## config.mk

```make
export PLATFORM = sky130hd
export DESIGN_NAME = dma_chan_regs
export DESIGN_NICKNAME = d
export VERILOG_FILES = /design/src/rtl/dma_chan_pkg.sv /design/src/rtl/dma_cmd_fsm.sv /design/src/rtl/dma_xfer_ctr.sv /design/src/rtl/dma_status.sv /design/src/rtl/dma_chan_regs.sv
export SDC_FILE = /design/constraint.sdc
export NUM_CORES = 1
export LEC_CHECK = 0
export BUFFER_PORTS_ARGS = -buffer_cell sky130_fd_sc_hd__buf_2
export CORE_MARGIN = 4
export CORE_UTILIZATION = 47
export DETAILED_ROUTE_END_ITERATION = 8
export GPL_TIMING_DRIVEN = 0
export HOLD_SLACK_MARGIN = 0.1
export PLACE_DENSITY = 0.64
export SYNTH_ARGS = -nofsm -noshare
export SYNTH_HDL_FRONTEND = slang
export SYNTH_HIERARCHICAL = 1
export SYNTH_SLANG_ARGS = --single-unit
```

## constraint.sdc

```tcl
create_clock -name clk -period 14.7 [get_ports clk]
set_clock_uncertainty 0.2 [all_clocks]
set_input_delay 2.205 -clock clk [delete_from_list [all_inputs] [get_ports clk]]
set_output_delay 2.205 -clock clk [all_outputs]
set_load 0.03 [all_outputs]
```

## src/rtl/dma_chan_pkg.sv

```systemverilog
package dma_chan_pkg;
    localparam int IDX_W = 3;

    localparam logic [IDX_W-1:0] IDX_CMD   = 3'd0;
    localparam logic [IDX_W-1:0] IDX_SCNT  = 3'd1;
    localparam logic [IDX_W-1:0] IDX_SADDR = 3'd2;
    localparam logic [IDX_W-1:0] IDX_WCNT  = 3'd3;
    localparam logic [IDX_W-1:0] IDX_WADDR = 3'd4;
    localparam logic [IDX_W-1:0] IDX_STAT  = 3'd5;
    localparam logic [IDX_W-1:0] IDX_SDESC = 3'd6;
    localparam logic [IDX_W-1:0] IDX_WDESC = 3'd7;

    typedef enum logic [1:0] {
        OP_IDLE  = 2'd0,
        OP_BLAST = 2'd1,
        OP_ABORT = 2'd2,
        OP_START = 2'd3
    } op_e;

    typedef enum logic {
        ST_OFF = 1'b0,
        ST_RUN = 1'b1
    } chan_state_e;

    localparam int CMD_DIR_BIT  = 7;
    localparam int STAT_IRQ_BIT = 4;
    localparam int STAT_DONE_BIT = 3;
    localparam logic [5:0] STAT_STICKY_MASK = 6'b001110;
    localparam logic [5:0] STAT_ALL_MASK    = 6'b111111;
endpackage

```

## src/rtl/dma_cmd_fsm.sv

```systemverilog
module dma_cmd_fsm
    import dma_chan_pkg::*;
(
    input  logic clk,
    input  logic rst_n,
    input  logic cmd_wr,
    input  logic [1:0] op,
    output logic dma_en,
    output logic abort_req
);
    chan_state_e state_q, state_d;
    op_e op_sel;

    assign op_sel = op_e'(op);

    always_ff @(posedge clk) begin
        if (!rst_n) state_q <= ST_OFF;
        else        state_q <= state_d;
    end

    always_comb begin
        state_d = state_q;
        if (cmd_wr) begin
            unique case (op_sel)
                OP_START: state_d = ST_RUN;
                OP_IDLE:  state_d = ST_OFF;
                default:  state_d = state_q;
            endcase
        end
    end

    always_comb begin
        unique case (state_q)
            ST_RUN:  dma_en = 1'b1;
            default: dma_en = 1'b0;
        endcase
    end

    always_ff @(posedge clk) begin
        if (!rst_n) abort_req <= 1'b0;
        else        abort_req <= cmd_wr && (op_sel == OP_ABORT);
    end
endmodule

```

## src/rtl/dma_xfer_ctr.sv

```systemverilog
module dma_xfer_ctr #(
    parameter int DW = 32
) (
    input  logic          clk,
    input  logic          rst_n,
    input  logic          load,
    input  logic [DW-1:0] ld_cnt,
    input  logic [DW-1:0] ld_addr,
    input  logic [DW-1:0] ld_desc,
    input  logic          req,
    input  logic          req_dir,
    input  logic          cmd_dir,
    input  logic [DW-1:0] req_len,
    input  logic          core_done,
    output logic [DW-1:0] wcnt,
    output logic [DW-1:0] waddr,
    output logic [DW-1:0] wdesc,
    output logic [DW-1:0] grant
);
    localparam logic [DW-1:0] ADDR_RST = '1;
    localparam logic [DW-1:0] DESC_RST = ~DW'(2);

    logic hit;

    assign hit   = req && (req_dir == cmd_dir);
    assign grant = !hit ? '0 : ((req_len < wcnt) ? req_len : wcnt);

    always_ff @(posedge clk) begin
        if (!rst_n) begin
            wcnt  <= '0;
            waddr <= ADDR_RST;
            wdesc <= DESC_RST;
        end else if (load) begin
            wcnt  <= ld_cnt;
            waddr <= ld_addr;
            wdesc <= ld_desc;
        end else begin
            wcnt  <= core_done ? '0 : (wcnt - grant);
            waddr <= waddr + grant;
        end
    end
endmodule

```

## src/rtl/dma_status.sv

```systemverilog
module dma_status
    import dma_chan_pkg::*;
#(
    parameter int DW = 32
) (
    input  logic          clk,
    input  logic          rst_n,
    input  logic          clr_all,
    input  logic          wr,
    input  logic [DW-1:0] wdata,
    input  logic          rd,
    input  logic          rd_mode,
    input  logic          done_set,
    output logic [DW-1:0] stat
);
    localparam logic [DW-1:0] STICKY = DW'(STAT_STICKY_MASK);
    localparam logic [DW-1:0] ALL    = DW'(STAT_ALL_MASK);

    logic [DW-1:0] stat_d;

    always_comb begin
        stat_d = stat;
        if (clr_all) begin
            stat_d = stat & ~ALL;
        end else begin
            if (wr && !rd_mode) stat_d = stat_d & ~(wdata & STICKY);
            if (rd && rd_mode)  stat_d = stat_d & ~STICKY;
            if (done_set)       stat_d[STAT_DONE_BIT] = 1'b1;
        end
    end

    always_ff @(posedge clk) begin
        if (!rst_n) stat <= '0;
        else        stat <= stat_d;
    end
endmodule

```

## src/rtl/dma_chan_regs.sv

```systemverilog
module dma_chan_regs
    import dma_chan_pkg::*;
#(
    parameter int DW = 32
) (
    input  logic          clk,
    input  logic          rst_n,
    input  logic          reg_wr,
    input  logic          reg_rd,
    input  logic [2:0]    reg_idx,
    input  logic [DW-1:0] reg_wdata,
    output logic [DW-1:0] reg_rdata,
    input  logic          clr_on_read,
    input  logic          core_irq,
    input  logic          core_done,
    input  logic          xfer_req,
    input  logic          xfer_to_mem,
    input  logic [DW-1:0] xfer_len,
    output logic [DW-1:0] xfer_grant,
    output logic [DW-1:0] xfer_addr,
    output logic          dma_en,
    output logic          abort_req
);
    logic [DW-1:0] cmd_q, scnt_q, saddr_q, sdesc_q;
    logic [DW-1:0] wcnt, waddr, wdesc, stat;
    logic          cmd_wr, start_now;

    assign cmd_wr    = reg_wr && (reg_idx == IDX_CMD);
    assign start_now = cmd_wr && (reg_wdata[1:0] == OP_START);

    always_ff @(posedge clk) begin
        if (!rst_n) begin
            cmd_q   <= '0;
            scnt_q  <= '0;
            saddr_q <= '0;
            sdesc_q <= '0;
        end else if (reg_wr) begin
            unique case (reg_idx)
                IDX_CMD:   cmd_q   <= reg_wdata;
                IDX_SCNT:  scnt_q  <= reg_wdata;
                IDX_SADDR: saddr_q <= reg_wdata;
                IDX_SDESC: sdesc_q <= reg_wdata;
                default: ;
            endcase
        end
    end

    dma_cmd_fsm u_fsm (
        .clk       (clk),
        .rst_n     (rst_n),
        .cmd_wr    (cmd_wr),
        .op        (reg_wdata[1:0]),
        .dma_en    (dma_en),
        .abort_req (abort_req)
    );

    dma_xfer_ctr #(.DW(DW)) u_ctr (
        .clk       (clk),
        .rst_n     (rst_n),
        .load      (start_now),
        .ld_cnt    (scnt_q),
        .ld_addr   (saddr_q),
        .ld_desc   (sdesc_q),
        .req       (xfer_req),
        .req_dir   (xfer_to_mem),
        .cmd_dir   (cmd_q[CMD_DIR_BIT]),
        .req_len   (xfer_len),
        .core_done (core_done),
        .wcnt      (wcnt),
        .waddr     (waddr),
        .wdesc     (wdesc),
        .grant     (xfer_grant)
    );

    dma_status #(.DW(DW)) u_stat (
        .clk      (clk),
        .rst_n    (rst_n),
        .clr_all  (start_now),
        .wr       (reg_wr && (reg_idx == IDX_STAT)),
        .wdata    (reg_wdata),
        .rd       (reg_rd && (reg_idx == IDX_STAT)),
        .rd_mode  (clr_on_read),
        .done_set (core_done),
        .stat     (stat)
    );

    assign xfer_addr = waddr;

    always_comb begin
        unique case (reg_idx)
            IDX_CMD:   reg_rdata = cmd_q;
            IDX_SCNT:  reg_rdata = scnt_q;
            IDX_SADDR: reg_rdata = saddr_q;
            IDX_WCNT:  reg_rdata = wcnt;
            IDX_WADDR: reg_rdata = waddr;
            IDX_STAT:  reg_rdata = stat | (DW'(core_irq) << STAT_IRQ_BIT);
            IDX_SDESC: reg_rdata = sdesc_q;
            default:   reg_rdata = wdesc;
        endcase
    end
endmodule

```

## Yosys cells after proc, flatten, opt, wreduce, memory -nomap -nowiden

Cells that the tools add are included.

| word-level totals | value |
|---|---|
| input port bits | 76 |
| output and inout bits | 98 |
| register bits after elaboration | 258 |
| logic and storage cells | 60 |

| operators by class | value |
|---|---|
| add/subtract/negate cells | 2 |
| reductions and logical operators | 20 |
| $lt $le $gt $ge | 1 |
| equal/unequal tests | 9 |
| multiplexer cells | 11 |
| bitwise logic cells | 4 |

Operator list:

| kind | count |
|---|---|
| $pmux 32 s7 | 1 |
| $mux 32 | 6 |
| $add 32x32->32 | 1 |
| $and 32x32->32 | 1 |
| $lt 32x32->1 | 1 |
| $not 4->32 | 1 |
| $or 32x5->32 | 1 |
| $sub 32x32->32 | 1 |
| $reduce_and 2->1 | 5 |
| $eq 3x3->1 const B | 3 |
| $logic_and 1x1->1 | 8 |
| $eq 3x2->1 const B | 2 |
| $eq 2x2->1 const B | 2 |
| $mux 4 | 1 |
| $eq 3x1->1 const B | 1 |
| $logic_not 3->1 | 1 |
| $reduce_bool 3->1 | 1 |
| $reduce_or 3->1 | 1 |
| $logic_not 2->1 | 1 |
| $mux 1 | 2 |
| $pmux 1 s2 | 1 |
| $reduce_bool 2->1 | 1 |
| $reduce_or 2->1 | 1 |
| $eq 1x1->1 | 1 |
| 2 further kinds | 2 |

## Logic depth before layout (Yosys ltp)

Gate-level depths: netlist (run 1).

| logic depth | value |
|---|---|
| depth in word-level cells | 6 |
| gate-level depth with buffers | 21 |
| gate-level depth less buffers | 20 |

## Cells and area by module

Netlist (run 1), hierarchy kept.

Modules (own cells, without submodules):

| module | instances | cells each | area each (µm²) | seq. area each (µm²) |
|---|---|---|---|---|
| dma_xfer_ctr | 1 | 943 | 7739.9 | 1921.8 |
| dma_chan_regs | 1 | 857 | 6945.4 | 2562.5 |
| dma_status | 1 | 45 | 375.4 | 60.1 |
| dma_cmd_fsm | 1 | 10 | 103.8 | 40.0 |

## Least setup slack after synthesis (run 1)

OpenSTA, ideal clock, no wires.

| timing | value |
|---|---|
| path type | input to output |
| from | input port xfer_len[27] |
| to | output port xfer_grant[0] |
| path buffers | 1 |
| data required time | 12.295 ns |
| stages on the path | 9 |
| slack | 7.741 ns |
| arrival | 4.554 ns |
| path through | ha_1 a21oi_1 o21ai_0 a2111oi_0 nand4_1 o21ai_2 buf_2 mux2i_1 nor2_1 |

| on the way | value |
|---|---|
| longest elaborated chain between the ends | 3 |

Ends and longest elaborated chain:

| what | line | text |
|---|---|---|
| start: declaration | dma_chan_regs.sv:18 | `input logic [DW-1:0] xfer_len,` |
| $lt 32x32->1 | dma_xfer_ctr.sv:26 | `assign grant = !hit ? '0 : ((req_len < wcnt) ? req_len : wcnt);` |
| $mux 32 (2 in series) | dma_xfer_ctr.sv:26 |  |
| end: declaration | dma_chan_regs.sv:19 | `output logic [DW-1:0] xfer_grant,` |

No other way between the ends.

## Worst setup path in the final report (run 1)

Ends and elaborated chain as after synthesis.

==> summary.txt, run 1 <==
Clock network
  • Post-CTS sizing: 0
  • Clk buf depth: 3
  • Clock Pin Slew Worst Setup and Hold Paths: roughly 0.06 ns
  • Clock Sinks: between 200 and 250
  • Max H-tree Level: 1
  • Worst-skew pair later-pin latency: 0.53 ns
  • TritonCTS Buffers: 25
  • Clock root cell: clkbuf_16
  • Postcts setup bufs: 0
  • Hold Buf Count CTS: 0
  • TritonCTS clock tree: done

Placed design
  • Detail Placement HPWL: 46380 microns
  • Placed Cells: between 2000 and 2500
  • Port Buf Inserts: 172
  • Placer Congestion: 0.9921
  • Dpl ws: 6.732 ns

Detailed routing
  • DRT Wirelength: 57060 microns
  • Routed Antenna Nets: 0
  • DR vias/cell: about 6
  • DRC: 0
  • Iteration-0 DRC count of the detailed router: 1390
  • Drt wl/cell: 22.83 microns
  • Vias: approximately 15000
  • First-pass detailed-route iteration total: 6

Synth
  • Synth top area share: 30.23%
  • Post-synth EDFFs: 0
  • Post-Syn Area: 15160 sq um
  • Synth top cells by count: nand2_1, dfxtp_1, ha_1
  • Largest area contributor in the netlist: dfxtp_1
  • Syn_area_per_cell: between 8 and 9 sq um
  • Synth area leaders: dfxtp_1, nand2_1, ha_1
  • Yosys reg bits: 229
  • Ys flop type: dfxtp_1
  • Synthesis Warnings: 6
  • Synth cell types: 82
  • Top-count cell post-synth: nand2_1
  • Mapped Cells: about 1900
  • Post-synthesis sequential area ratio: 30.23%
  • Fraction of registers with async set/reset: 0%

GRT
  • Grt met2 use: 48.16%
  • Pin count of the biggest net entering global routing: 14
  • Vias in the first global route: approximately 14000
  • Met3 Track Usage GR: 5.007%
  • Global route total overflow: 0
  • Met1 usage: 44.96%
  • All-Layer GR Usage: 30.89%
  • Global routing's busiest layer: met2
  • Initial antenna violation count: 0
  • First-pass GRT wire length: 84910 microns

Setup path
  • WP data required: about 12 ns
  • Critical Path Fanout Max: 10
  • RR Startpoint: u_ctr/wcnt[27]
  • CP startpoint kind: primary input
  • CP endpoint kind: primary output
  • Reg2Reg Depth: 21
  • Crit path launch: xfer_len[27]
  • Reg-to-reg setup timing slack: 8.34 ns
  • Worst Setup Path Type: in -> out
  • Worst path arrival time: about 5.4 ns
  • CP endpoint: xfer_grant[0]
  • RR Endpoint: u_ctr/waddr[31]

STA
  • Crit share post-route: a little over half
  • RSZ-0062 raised after global routing: no
  • Final WS setup: slightly below 7 ns
  • Max-Slew Margin vs Limit: between 30 and 40%
  • Worst slew pin tran: 1.030 ns
  • Setup TNS Final: 0 ns
  • Fin crit period: 7.752 ns
  • Hold WS: between 0.2 and 0.25 ns
  • # setup viols final: 0
  • Final hold violations: 0
  • Max Slew Vio Count: 0
  • Fmax: 129.0 MHz

Finish
  • Utilization after layout: 55.07%
  • Fillers: 3121
  • Ant diodes: 0
  • Layout Nets: 2263
  • Register area: roughly 4600 sq um
  • Area delta synth->final: 15.17%
  • Layout cells sized above 1: 16.68%
  • Footprint of the multi-input gates: 9532 sq um
  • Finished Layout Cells: 2500

Outcome
  • Outcome: complete, no violations

Pwr
  • Leak Pwr: 0.007202 uW
  • Peak supply drop: 76.23 uV
  • Power density cells: between 150 and 200 nW/um^2

Die
  • Vert. Die Dim: 187.6 microns
  • Core area: 31720 sq um
  • Row count: 65
  • Initial Util: 47.81%
  • Top Ports: 174
  • Die Span X: 187.6 microns
  • DIE AREA: 35200 sq um

Min path
  • Hold Crit Class: reg -> reg

Job
  • Max-cap viol count: 0
through the flow:
| stage | cell area (sq um) | total power, uW |
|---|---|---|
| floorplan | 15270 | 1678 |
| CTS | 17470 | 2659 |
| global route | 17470 | 2828 |
| finish | 17470 | 2681 |
| detailed placement | 16630 | 2014 |
| global placement | 16630 | 2006 |
layout by cell type (no fill, tap or decap), types with 12 or more instances in the layout:
| cell type | n |
|---|---|
| nand2_1 | 393 |
| dfxtp_1 | 229 |
| buf_2 | 209 |
| ha_1 | 103 |
| a21boi_1 | 99 |
| inv_1 | 78 |
| a221oi_1 | 72 |
| mux2i_1 | 71 |
| a21oi_1 | 70 |
| o211ai_1 | 58 |
| clkbuf_1 | 53 |
| o21ai_0 | 52 |
| nor2_1 | 49 |
| buf_4 | 41 |
| nand2b_1 | 37 |
| xor2_1 | 37 |
| a21o_1 | 34 |
| a21boi_0 | 32 |
| conb_1 | 29 |
| nor2b_1 | 26 |
| o21ai_1 | 26 |
| clkbuf_16 | 25 |
| a31o_1 | 24 |
| xnor2_1 | 20 |
| a22oi_1 | 15 |
| nand4_1 | 13 |
| buf_6 | 12 |
| a221oi_2 | 12 |
area by class of cell:
type,count,area share [%]
well taps,402,2.880
repair buffers,172,4.929
plain buffers,147,4.886
clock inverters,6,0.3510
inverters,80,1.719
clock buffers,37,4.413
flip-flops and latches,229,26.25
multi-input cells,1427,54.57
worst min path at each step:
stage                   startpoint        endpoint  depth (start not counted)  slack, ns
finish              u_stat/stat[2]  u_stat/stat[2]                          2       0.24
floorplan           u_stat/stat[2]  u_stat/stat[2]                          2       0.21
global route        u_stat/stat[2]  u_stat/stat[2]                          2       0.26
global placement    u_stat/stat[2]  u_stat/stat[2]                          2       0.23
detailed placement  u_stat/stat[2]  u_stat/stat[2]                          2       0.23
CTS                 u_stat/stat[2]  u_stat/stat[2]                          2       0.24
flip-flops by register name, summed over array words and instances, names as in the netlist:
signal and cells:
u_fsm/abort_req 1, saddr_q 32, u_ctr/wdesc 32, u_ctr/wcnt 32
scnt_q 32, cmd_q 32, sdesc_q 32, u_ctr/waddr 32
u_fsm/state_q 1, u_stat/stat 3
cell families after synthesis:
family	after synthesis	synth area share, %
AOI/OAI and AO/OA	561	26.99
DFF	229	30.23
other	1	0.02473
adders and majority gates	105	8.762
and+or+nand+nor	597	17.85
xor gates and xnor gates	57	3.292
buffers and inverters	227	7.607
muxes	78	5.247
worst max-delay path, stage by stage:
cell and delay, ns:
buf_2 0.11, ha_1 0.30, a21oi_1 0.20, o21ai_0 0.13
a2111oi_0 0.64, nand4_1 0.20, o21ai_2 0.38, buf_2 0.41
mux2i_1 0.12, nor2_1 0.37, buf_2 0.28
power by group:
group / leakage [uW] / total (uW) / switching, uW / internal (uW)
Combinational: 0.00493 / 1250 / 741 / 513
Sequential: 0.00186 / 787 / 105 / 682
Clock: 0.000412 / 639 / 262 / 378
routing by layer:
layer	part of all wire, %	up-vias
li1	-	7039
met1	46	6972
met2	43	622
met3	8.6	83
met4	2.4	0
met5	0	-
Note: power is estimated with default switching activity, not from simulation.
==> inputs of run 2 (changes only) <==
==> constraint.sdc (replaced) <==
create_clock -name clk -period 7.6 [get_ports clk]
set_clock_uncertainty 0.2 [all_clocks]
set_input_delay 1.14 -clock clk [delete_from_list [all_inputs] [get_ports clk]]
set_output_delay 1.14 -clock clk [all_outputs]
set_load 0.03 [all_outputs]
==> run 2 against run 1 <==
Compared with the run above:
- total power increased by 93%
- sequential power increased by 93%
- sequential share of layout area unchanged
- clock-buffer cell count unchanged
- flip-flop and latch count unchanged
- final cell count unchanged
- non-clock buffer count unchanged
- worst setup slack got worse by 5.8 ns
- combinational power increased by 94%
- clock power increased by 94%
- register-to-register slack got worse by 7.1 ns
==> summary.txt, run 2 (synthesis gave the netlist of run 1 again) <==
Outcome
  • Outcome: complete, no violations

Clock network
  • Postcts setup bufs: 0
  • TritonCTS Buffers: 25
  • Max H-tree Level: 1
  • Clock Pin Slew Worst Setup and Hold Paths: 0.06 ns
  • Post-CTS sizing: 0
  • Clock root cell: clkbuf_16
  • TritonCTS clock tree: done
  • Hold Buf Count CTS: 0
  • Clk buf depth: 3
  • Worst-skew pair later-pin latency: 0.53 ns
  • Clock Sinks: 229

Detailed routing
  • Iteration-0 DRC count of the detailed router: 1433
  • Top routing layer in use: met4
  • DR vias/cell: around 6
  • Metal2 WL: 24690 microns
  • Met3 WL: 4665 microns
  • DRT Wirelength: 57030 microns
  • Drt wl/cell: 22.81 microns
  • Vias: around 15000
  • Met1 wire length: around 26000 microns
  • First-pass detailed-route iteration total: 5
  • Routed Antenna Nets: 0
  • DRC: 0

GRT
  • All-Layer GR Usage: a little under a third
  • Pin count of the biggest net entering global routing: 14
  • First-pass GRT wire length: ~85000 microns
  • Vias in the first global route: 14032
  • Initial antenna violation count: 0
  • Global route total overflow: 0

Finish
  • Fillers: between 3000 and 4000
  • Register area: 4584 sq um
  • Area delta synth->final: 15.17%
  • Utilization after layout: 55.07%
  • Ant diodes: 0
  • Layout Nets: between 2000 and 2500
  • Most common cell after layout, fill and taps aside: nand2_1
  • Layout cells sized above 1: around 17%
  • Most frequent cells in the layout: nand2_1, dfxtp_1, buf_2
  • Footprint of the multi-input gates: approximately 9500 sq um

Placed design
  • Dpl ws: between 0.6 and 0.7 ns
  • Placer Congestion: between 0.9 and 1
  • Detail Placement HPWL: roughly 46000 microns
  • Port Buf Inserts: 172

STA
  • Hold WS: 0.2419 ns
  • # setup viols final: 0
  • Worst slew pin tran: 1.077 ns
  • Max Slew Vio Count: 0
  • RSZ-0062 raised after global routing: no
  • Fin crit period: between 6 and 7 ns
  • Fmax: between 150 and 200 MHz
  • Final WS setup: 1.127 ns
  • Final hold violations: 0
  • Setup TNS Final: 0 ns
  • Max-Slew Margin vs Limit: roughly 28%
  • Crit share post-route: a little under nine tenths

Min path
  • HP Start: u_stat/stat[2]
  • Hold Crit Class: reg -> reg

Setup path
  • Critical Path Fanout Max: 10
  • WP data required: 7.83 ns
  • Reg-to-reg setup timing slack: 1.25 ns
  • Worst path arrival time: around 6.7 ns
  • Worst Setup Path Type: in -> reg
  • CP startpoint kind: primary input
  • Crit path launch: xfer_len[27]
  • RR Startpoint: u_ctr/wcnt[27]
  • CP endpoint kind: flop

Die
  • Vert. Die Dim: 187.6 microns
  • Initial Util: approximately 48%
  • Row count: 65
  • Core area: 31720 sq um
  • DIE AREA: between 30000 and 40000 sq um
  • Top Ports: 174
  • Die Span X: 187.6 microns

Pwr
  • Leak Pwr: a little over 0.007 uW
  • Power density cells: 297.0 nW/um^2
  • Peak supply drop: ~150 uV

Job
  • Max-cap viol count: 0
==> run 2: critical path, cell delays in order <==
cell and delay, ns:
buf_2 0.11, ha_1 0.30, a21oi_1 0.20, o21ai_0 0.13, a2111oi_0 0.64, nand4_1 0.19
o21ai_2 0.38, buf_2 0.41, mux2i_1 0.21, nand2b_1 0.18, inv_1 0.13, ha_1 0.34
nand2_1 0.12, o311ai_0 0.58, and4bb_2 0.36, o21ai_1 0.19, a21o_1 0.24, o21bai_1 0.25
nand4_1 0.19, and4b_1 0.21, a311oi_1 0.20
==> run 2: through the flow <==
step	cells	power (uW)	instance area [sq um]
6_report	2500	5186	17470
2_1_floorplan	1883	3246	15270
3_3_place_gp	2457	3880	16630
3_5_place_dp	2457	3896	16630
5_1_grt	2500	5471	17470
4_1_cts	2500	5143	17470
==> run 2: layer usage <==
metal  track usage (%)  vias to the layer above
li1                  -                     7048
met1             44.85                     6953
met2             48.16                      617
met3             5.101                       83
met4             7.312                        0
met5                 0                        -
==> run 2: report_power, final <==
part / total [uW] / switching [uW] / internal (uW)
Sequential: 1520 / 203 / 1320
Combinational: 2430 / 1430 / 992
Clock: 1240 / 508 / 730
Total: 5190 / 2150 / 3040
==> run 2: layout make-up <==
cell class / instances / area share, %
Clock inverter: 6 / 0.3510
Sequential cell: 229 / 26.25
Inverter: 80 / 1.719
Timing Repair Buffer: 172 / 4.929
Tap cell: 402 / 2.880
Buffer: 147 / 4.886
Multi-Input combinational cell: 1427 / 54.57
Clock buffer: 37 / 4.413
==> run 2: worst paths after layout <==
check | cells after the start | endpoint
max | 21 | u_ctr/waddr[31]
max reg2reg | 21 | u_ctr/waddr[31]
min reg2reg | 2 | u_stat/stat[2]
min | 2 | u_stat/stat[2]
